**src/rtl/i2c_addr_match.sv**
```systemverilog
module i2c_addr_match #(
  parameter int NSLOT = 3
) (
  input  logic               clk,
  input  logic               rst_n,
  input  logic               start_i,
  input  logic               rstart_i,
  input  logic               byte_vld_i,
  input  logic [7:0]         byte_i,
  input  logic [NSLOT-1:0]   slot_en_i,
  input  logic [NSLOT-1:0]   slot_ten_i,
  input  logic [8*NSLOT-1:0] slot_lo_i,
  input  logic [2*NSLOT-1:0] slot_hi_i,
  input  logic               gc_en_i,
  input  logic               devid_en_i,
  input  logic               host_en_i,
  output logic [NSLOT-1:0]   slot_hit_o,
  output logic               gc_hit_o,
  output logic               devid_hit_o,
  output logic               host_hit_o,
  output logic               match_o
);
  localparam logic [6:0] DEVID_ADDR = 7'b1111100;
  localparam logic [6:0] HOST_ADDR  = 7'b0001000;
  localparam logic [4:0] TEN_PFX    = 5'b11110;

  logic [1:0]       cnt;
  logic [NSLOT-1:0] pend;
  logic [NSLOT-1:0] hit_first, pend_first, hit_second;

  for (genvar g = 0; g < NSLOT; g++) begin : g_slot
    wire [7:0] lo = slot_lo_i[8*g +: 8];
    wire [1:0] hi = slot_hi_i[2*g +: 2];
    wire first_w  = byte_i == {TEN_PFX, hi, 1'b0};
    wire first_r  = byte_i == {TEN_PFX, hi, 1'b1};
    assign hit_first[g]  = slot_en_i[g] &
                           (slot_ten_i[g] ? (slot_hit_o[g] & first_r)
                                          : (byte_i[7:1] == lo[7:1]));
    assign pend_first[g] = slot_en_i[g] & slot_ten_i[g] & first_w;
    assign hit_second[g] = pend[g] & (byte_i == lo);
  end

  always_ff @(posedge clk or negedge rst_n) begin
    if (!rst_n) begin
      cnt         <= '0;
      pend        <= '0;
      slot_hit_o  <= '0;
      gc_hit_o    <= 1'b0;
      devid_hit_o <= 1'b0;
      host_hit_o  <= 1'b0;
    end else if (start_i) begin
      cnt         <= '0;
      pend        <= '0;
      slot_hit_o  <= '0;
      gc_hit_o    <= 1'b0;
      devid_hit_o <= 1'b0;
      host_hit_o  <= 1'b0;
    end else if (rstart_i) begin
      cnt         <= '0;
      pend        <= '0;
      slot_hit_o  <= slot_hit_o & slot_ten_i;
      gc_hit_o    <= 1'b0;
      devid_hit_o <= 1'b0;
      host_hit_o  <= 1'b0;
    end else if (byte_vld_i) begin
      if (cnt == 2'd0) begin
        slot_hit_o  <= hit_first;
        pend        <= pend_first;
        gc_hit_o    <= gc_en_i & (byte_i == 8'h00);
        devid_hit_o <= devid_en_i & (byte_i[7:1] == DEVID_ADDR);
        host_hit_o  <= host_en_i & (byte_i[7:1] == HOST_ADDR);
      end else if (cnt == 2'd1) begin
        slot_hit_o  <= slot_hit_o | hit_second;
        pend        <= '0;
      end
      if (cnt != 2'd2) cnt <= cnt + 2'd1;
    end
  end

  assign match_o = (|slot_hit_o) | gc_hit_o | devid_hit_o | host_hit_o;
endmodule

```
**config.mk**
```make
export PLATFORM = sky130hd
export DESIGN_NAME = i2c_addr_match
export DESIGN_NICKNAME = d
export VERILOG_FILES = /design/src/rtl/i2c_addr_match.sv
export SDC_FILE = /design/constraint.sdc
export NUM_CORES = 1
export LEC_CHECK = 0
export ABC_AREA = 1
export CELL_PAD_IN_SITES_DETAIL_PLACEMENT = 2
export CELL_PAD_IN_SITES_GLOBAL_PLACEMENT = 2
export CORE_MARGIN = 2
export CORE_UTILIZATION = 30
export DETAILED_ROUTE_END_ITERATION = 8
export DONT_BUFFER_PORTS = 1
export MAX_ROUTING_LAYER = met4
export PLACE_DENSITY = 0.85
export REMOVE_ABC_BUFFERS = 1
export SETUP_SLACK_MARGIN = 0.5
export SKIP_CTS_REPAIR_TIMING = 1
export SLEW_MARGIN = 30
export SYNTH_ARGS = -nofsm -noshare
export SYNTH_HDL_FRONTEND = slang
export SYNTH_SLANG_ARGS = --single-unit
```
**constraint.sdc**
```tcl
create_clock -name clk -period 1.8 [get_ports clk]
set_clock_uncertainty 0.1 [all_clocks]
set_input_delay 0.27 -clock clk [delete_from_list [all_inputs] [get_ports clk]]
set_output_delay 0.27 -clock clk [all_outputs]
set_load 0.1 [all_outputs]
```
# Word level (Yosys, flattened, before mapping)
# Cells that the tools add are included.
# W data, S select, Z words.
[op_classes] add_sub_neg=1 n_eq_ne=16 mux=29 bitwise=23 n_reduce_logical=10
[ops] operator="$eq A8 B8 Y1" count=9
[ops] operator="$mux W3" count=10
[ops] operator="$eq A7 B7 Y1" count=3
[ops] operator="$and A1 B1 Y1" count=18
[ops] operator="$mux W1" count=15
[ops] operator="$reduce_bool A3 Y1" count=3
[ops] operator="$logic_not A8 Y1" count=1
[ops] operator="$mux W2" count=4
[ops] operator="$eq A7 B4 Y1 const B" count=1
[ops] operator="$eq A7 B7 Y1 const B" count=1
[ops] operator="$reduce_and A2 Y1" count=3
[ops] operator="$reduce_bool A4 Y1" count=1
[ops] operator="$and A3 B3 Y3" count=1
[ops] operator="$or A1 B1 Y1" count=3
[ops] operator="$or A3 B3 Y3" count=1
[ops] operator="$reduce_or A3 Y1" count=1
[ops] operator="$add A2 B1 Y2 const B" count=1
[ops] operator="$eq A2 B1 Y1 const B" count=1
[ops] operator="$logic_not A2 Y1" count=1
[ops] operator="$ne A2 B2 Y1 const B" count=1
[word_totals] ff_bits=11 input_bits=52 out_inout_bits=7 wordCells=85

# Logic depth before layout (Yosys ltp)
# Gate-level depths: netlist of run 1.
[logic_depth] ltp_word=8 depth_mapped=12 mapped_depth_nobuf=12

# Least setup slack after synthesis of run 1
# No wires, ideal clock.
[synth_path] path_type="register to output" start="register slot_hit_o[2]" end="output match_o" arrival_ps=1767 required_time_ps=1430 slack_ps=-337 stages_incl_launch_ff=3 path_buffers=0 cell_sequence="dfrtp_1 > nor4_1 > nand2_1"
[synth_between] elab_chain_cells=4
[synth_lines] element="start, declared" line="17" source="output logic [NSLOT-1:0] slot_hit_o,"
[synth_lines] element="start signal, assigned" line="61" source="slot_hit_o <= slot_hit_o & slot_ten_i;"
[synth_lines] element="start signal, assigned" line="67" source="slot_hit_o <= hit_first;"
[synth_lines] element="start signal, assigned" line="73" source="slot_hit_o <= slot_hit_o | hit_second;"
[synth_lines] element="$reduce_or A3 Y1" line="80" source="assign match_o = (|slot_hit_o) | gc_hit_o | devid_hit_o | host_hit_o;"
[synth_lines] element="$or A1 B1 Y1 (3 in a row)" line="80"
[synth_lines] element="end, declared" line="21" source="output logic match_o"
# No other way between the ends.

# Worst setup path after layout of run 1
# Same ends and word-level chain as after synthesis.

==> results.py, run 1 <==
metrics = {
    "sta": {
        "max_slew_margin_pct": 64.1,
        "setup_violations": 0,
        "hold_ws_ps": 88.7,
        "rsz0062_at_grt": "yes",
        "max_clock_freq_mhz": 613,
        "period_share_pct": 90.7,
        "min_period_ps": 1630,
        "tightest_slew_ps": 536,
        "drv_slew": 0,
        "hold_violations": 0,
    },
    "power_and_ir_drop": {
        "combPwrFrac_pct": 34.3,
        "p_per_area_nw_per_um2": 474,
        "power_leakage_uw": 0.000820,
        "max-vdd-ir-drop_v": 0.000284,
        "clockPowerShare_pct": 32.9,
        "switching_power_uw": 273,
        "seqPwrFrac_pct": 32.9,
        "swShare_pct": 35.0,
        "internal_power_uw": 507,
    },
    "synth": {
        "synth_area_um2": 1240,
        "synth.area.top_cells": "dfrtp_1 22%, nand2_1 21%, inv_1 9.1%",
        "synth.most_common_cell": "nand2_1",
        "yosys_most_used_dff": "dfrtp_1",
        "yosysWarnings": 0,
        "yosysTopAreaCell": "dfrtp_1",
        "synth_cell_types": 27,
        "ys_ff_latch": 11,
        "ys_async_sr_fraction_pct": 100,
        "syn_inst": 209,
        "synth-edff-count": 0,
        "avgSynthCellArea_um2": 5.91,
        "synth_top_area_share_pct": 22.3,
        "synth_common_cells": "69 x nand2_1, 30 x inv_1, 23 x nor2_1",
        "yosysSeqAreaShare_pct": 22.3,
    },
    "clock_network": {
        "cts_tree": "built",
        "clock_latency_ps": 240,
        "h-tree-depth": 1,
        "clk_pin_slew_ps": 50,
        "cts_inserted_buffers": 3,
        "clkSinkCount": 11,
        "cts_root_buf": "clkbuf_8",
        "cts_buffer_depth": 2,
    },
    "global_routing": {
        "grt_overflow": 0,
        "grt_start_max_net_pins": 12,
        "grt_use_total_pct": 23.7,
        "grt_pass1_wl_um": 7880,
        "grt_pass1_vias": 1674,
        "antenna_found_initial": 0,
    },
    "routing": {
        "vias": 1501,
        "drc": 0,
        "first_iter_violations": 70,
        "drtAntennaViolNets": 0,
        "drt-wirelength-per-cell_um": 20.1,
        "firstDrtPassIters": 4,
        "vias_per_cell": 5.40,
        "wirelength_um": 5580,
    },
    "placement": {
        "placed_area_um2": 1370,
        "dpl.hpwl_um": 4180,
        "port_buffers": 0,
        "gp_congestion": 0.844,
    },
    "floorplan": {
        "pin_count": 59,
        "die-area_um2": 4650,
        "placeableCoreArea_um2": 3970,
        "die_x_um": 68.2,
        "die_h_um": 68.2,
        "rows": 23,
        "start_util_pct": 31.1,
    },
    "worst_setup_path": {
        "path_cells": "nor4_2, nand2_1, buf_12",
        "arrival_ps": 1260,
        "reg2regPathDepth": 12,
        "worstSetupStartpointType": "flop",
        "worstSetupPathType": "flop to output pin",
        "cp-end-kind": "output pin",
        "worstPathMaxFanout": 2,
        "worst_ep_required_time_ps": 1430,
        "slowest_stage": "dfrtp_1",
        "cpPeakStageDelay_ps": 400,
    },
    "worst_hold_path": {
        "hold-path-cell-count": 3,
        "min_path_type": "input port to flop",
    },
    "final_layout": {
        "diodes": 0,
        "drive_above_1_share_pct": 21.9,
        "fillerInstances": 492,
        "final_area_um2": 1650,
        "register_area_um2": 277,
        "final_net_count": 284,
        "area.growth.synth_to_final_pct": 33.1,
        "multi_input_area_um2": 967,
    },
    "run_status": {
        "status": "finished clean",
    },
    "job": {
        "cap_violations": 0,
    },
}
## power by group through the flow
stage                     sequential (µW)  combinational (µW)  clock (µW)
after CTS                             256                 208         256
after global placement                259                 199           0
after global routing                  257                 295         271
after floorplan                       270                 140           0
final                                 257                 267         256
after detailed placement              260                 206           0
## through the flow
stage          std cells  TNS, ps  setup WS [ps]  total power (µW)  util, %
2_1_floorplan        208     -337           -337               409        -
3_3_place_gp         267        0            129               458     34.6
3_5_place_dp         267        0           27.3               466     34.6
4_1_cts              271    -10.0          -10.0               719     35.7
5_1_grt              278        0            118               823     41.4
6_report             278        0            168               780     41.4
## cell families after synthesis
kind of cell / share of synthesized area, %
flops: 22.3
buf+inv: 11.0
simple gates: 43.9
fa+ha+maj: 3.04
xor+xnor: 7.79
compound gates: 11.9
## layout by cell type, fill, tap and decap left out, types with 6 or more instances in the layout
cell type,synthesis,layout
buf_4,0,11
dfrtp_1,11,10
nand3_1,8,8
nand4_1,10,10
nand2_1,69,66
xnor2_1,7,7
a21oi_1,6,6
nor2_1,23,20
inv_1,30,27
## area by class of cell
class	count	area share, %
clock buffer	4	2.74
inverter	35	8.75
multi-input combinational	162	58.8
sequential	11	16.8
tap	50	3.80
timing repair buffer	16	9.13
## state kept, by name, summed over array words and instances, names as in the netlist
register     flops
cnt              2
devid_hit_o      1
gc_hit_o         1
host_hit_o       1
pend             3
slot_hit_o       3
## layer usage
| metal | vias up | global-route usage [%] | routed length, µm |
|---|---|---|---|
| li1 | 705 | - | - |
| met1 | 739 | 28.1 | 2330 |
| met2 | 49 | 42.4 | 2900 |
| met3 | 8 | 4.61 | 275 |
| met4 | 0 | 3.00 | 67 |
| met5 | - | - | 0 |
## final timing paths
path	startpoint	to	slack, ps
max	slot_hit_o[2]	match_o	170
min	start_i	slot_hit_o[0]	90
max reg2reg	cnt[0]	slot_hit_o[1]	220
min reg2reg	pend[0]	pend[0]	430
max in group asynchronous	rst_n	slot_hit_o[0]	870
min in group asynchronous	rst_n	pend[2]	350
## critical path: cells and delay by family, from the launching register on
family,cells,cell delay [ps]
buffers and inverters,1,180
DFF,1,400
and+or+nand+nor,2,430
Power figures use the tool's default switching activity.
==> run 2: changes to the inputs <==
--- a/config.mk
+++ b/config.mk
@@ -8,7 +8,7 @@
 export ABC_AREA = 1
 export CELL_PAD_IN_SITES_DETAIL_PLACEMENT = 2
 export CELL_PAD_IN_SITES_GLOBAL_PLACEMENT = 2
-export CORE_MARGIN = 2
+export CORE_ASPECT_RATIO = 0.8
 export CORE_UTILIZATION = 30
 export DETAILED_ROUTE_END_ITERATION = 8
 export DONT_BUFFER_PORTS = 1
==> run 2 against run 1 <==
First-iteration DRC count shrank 5.7%. Register-to-register slack lost 120 ps. Total power grew 4.7%. Die area shrank 5.7%. Count of clock-buffer cells in the layout is the same. Critical path type unchanged.
==> results.py, run 2 (synthesis gave the netlist of run 1 again) <==
metrics = {
    "routing": {
        "firstDrtPassIters": 4,
        "drtAntennaViolNets": 0,
        "first_iter_violations": 66,
        "drc": 0,
        "drt-wirelength-per-cell_um": 23.4,
        "wirelength_um": 6640,
        "vias_per_cell": 5.51,
        "vias": 1565,
    },
    "final_layout": {
        "layout_commonest_cell": "nand2_1",
        "final_area_um2": 1730,
        "drive_above_1_share_pct": 26.2,
        "reg_top3": "pend: 3 flops, slot_hit_o: 3 flops, cnt: 2 flops",
        "layout_common_cells": "62 x nand2_1, 26 x inv_1, 20 x nor2_1",
        "instances_no_fill": 284,
        "diodes": 0,
        "final_net_count": 285,
        "area.growth.synth_to_final_pct": 40.1,
    },
    "sta": {
        "rsz0062_at_grt": "yes",
        "period_share_pct": 96.5,
        "min_period_ps": 1740,
        "fin_tns_setup_ps": 0,
        "max_slew_margin_pct": 62.1,
        "tightest_slew_ps": 567,
        "drv_slew": 0,
        "worst_slack_ps": 63.1,
        "setup_violations": 0,
        "max_clock_freq_mhz": 576,
        "hold_violations": 0,
    },
    "power_and_ir_drop": {
        "p_per_area_nw_per_um2": 472,
        "finalPower_uw": 817,
        "max-vdd-ir-drop_v": 0.000424,
        "power_leakage_uw": 0.000852,
    },
    "global_routing": {
        "grt_use_total_pct": 23.6,
        "grt_pass1_wl_um": 7400,
        "grt_pass1_vias": 1542,
        "grt_overflow": 0,
        "antenna_found_initial": 0,
        "grt_start_max_net_pins": 12,
    },
    "worst_setup_path": {
        "worst_path_dominant_cell_family": "simple AND/OR/NAND/NOR gates",
        "r2r_slack_ps": 100,
        "crit_cells": 3,
        "arrival_ps": 1370,
        "worstSetupPathType": "flop to output pin",
        "worst_ep_required_time_ps": 1430,
        "path_cells": "nor4_2, nand2_1, buf_12",
        "slowest_stage": "dfrtp_1",
        "r2r_end": "pend[2]",
        "worstSetupStartpointType": "flop",
        "reg2regPathDepth": 10,
        "worstPathMaxFanout": 2,
        "path_buf_inv": 1,
        "cp-end-kind": "output pin",
        "r2r_start": "cnt[1]",
        "cpPeakStageDelay_ps": 420,
    },
    "placement": {
        "pre_cts_ws_ps": 64.1,
        "placed_area_um2": 1370,
        "gp_congestion": 0.842,
        "dpl.hpwl_um": 3940,
        "port_buffers": 0,
        "dp.cells": 271,
    },
    "floorplan": {
        "die-area_um2": 4380,
        "start_util_pct": 31.9,
        "die_x_um": 73.8,
        "placeableCoreArea_um2": 3880,
        "pin_count": 59,
        "rows": 20,
        "die_h_um": 59.4,
    },
    "job": {
        "cap_violations": 0,
    },
    "worst_hold_path": {
        "holdPathEnd": "devid_hit_o",
        "hold-path-cell-count": 2,
        "worstHoldStart": "byte_i[3]",
        "min_path_type": "input port to flop",
    },
    "clock_network": {
        "clock_latency_ps": 250,
        "clkSinkCount": 11,
        "clk_pin_slew_ps": 60,
        "cts_root_buf": "clkbuf_8",
        "cts_tree": "built",
        "h-tree-depth": 1,
        "cts_inserted_buffers": 3,
        "cts_buffer_depth": 2,
    },
    "run_status": {
        "status": "finished clean",
    },
}
## run 2: cell types whose count changed in the layout (fill, tap and decap cells not counted), sizes merged
| cell | change |
|---|---|
| buf | +1 |
## run 2: stage by stage
stage	utilization, %	hold slack (ps)
2_1_floorplan	-	-126
3_3_place_gp	35.4	-125
3_5_place_dp	35.4	-125
4_1_cts	36.5	-383
5_1_grt	44.6	76.1
6_report	44.6	76.1
## run 2: layout make-up
| cell class | count | area, µm² |
|---|---|---|
| Sequential cell | 11 | 277 |
| Fill cell | 471 | 2150 |
| Inverter | 35 | 149 |
| Timing Repair Buffer | 17 | 178 |
| Clock buffer | 4 | 45.0 |
| Tap cell | 55 | 68.8 |
| Multi-Input combinational cell | 162 | 1010 |
## run 2: metal layers
layer  routed length [µm]  track usage, %  vias up
met5                    0               -        -
met4                  172            1.65        0
met3                  382            5.27       14
met2                 3350            39.7       74
met1                 2740            30.3      768
li1                     -               -      709
## run 2: how the worst max path moves through the flow
stage,from,endpoint,slack (ps)
floorplan,slot_hit_o[2],match_o,-340
global placement,cnt[0],pend[0],110
detailed placement,cnt[0],pend[0],60
CTS,cnt[0],pend[0],50
global route,cnt[1],slot_hit_o[1],40
finish,host_hit_o,match_o,60
## run 2: report_power, final
group | internal, µW | total, µW | switching, µW
Combinational | 106 | 295 | 188
Clock | 157 | 266 | 110
Sequential | 251 | 256 | 4.95
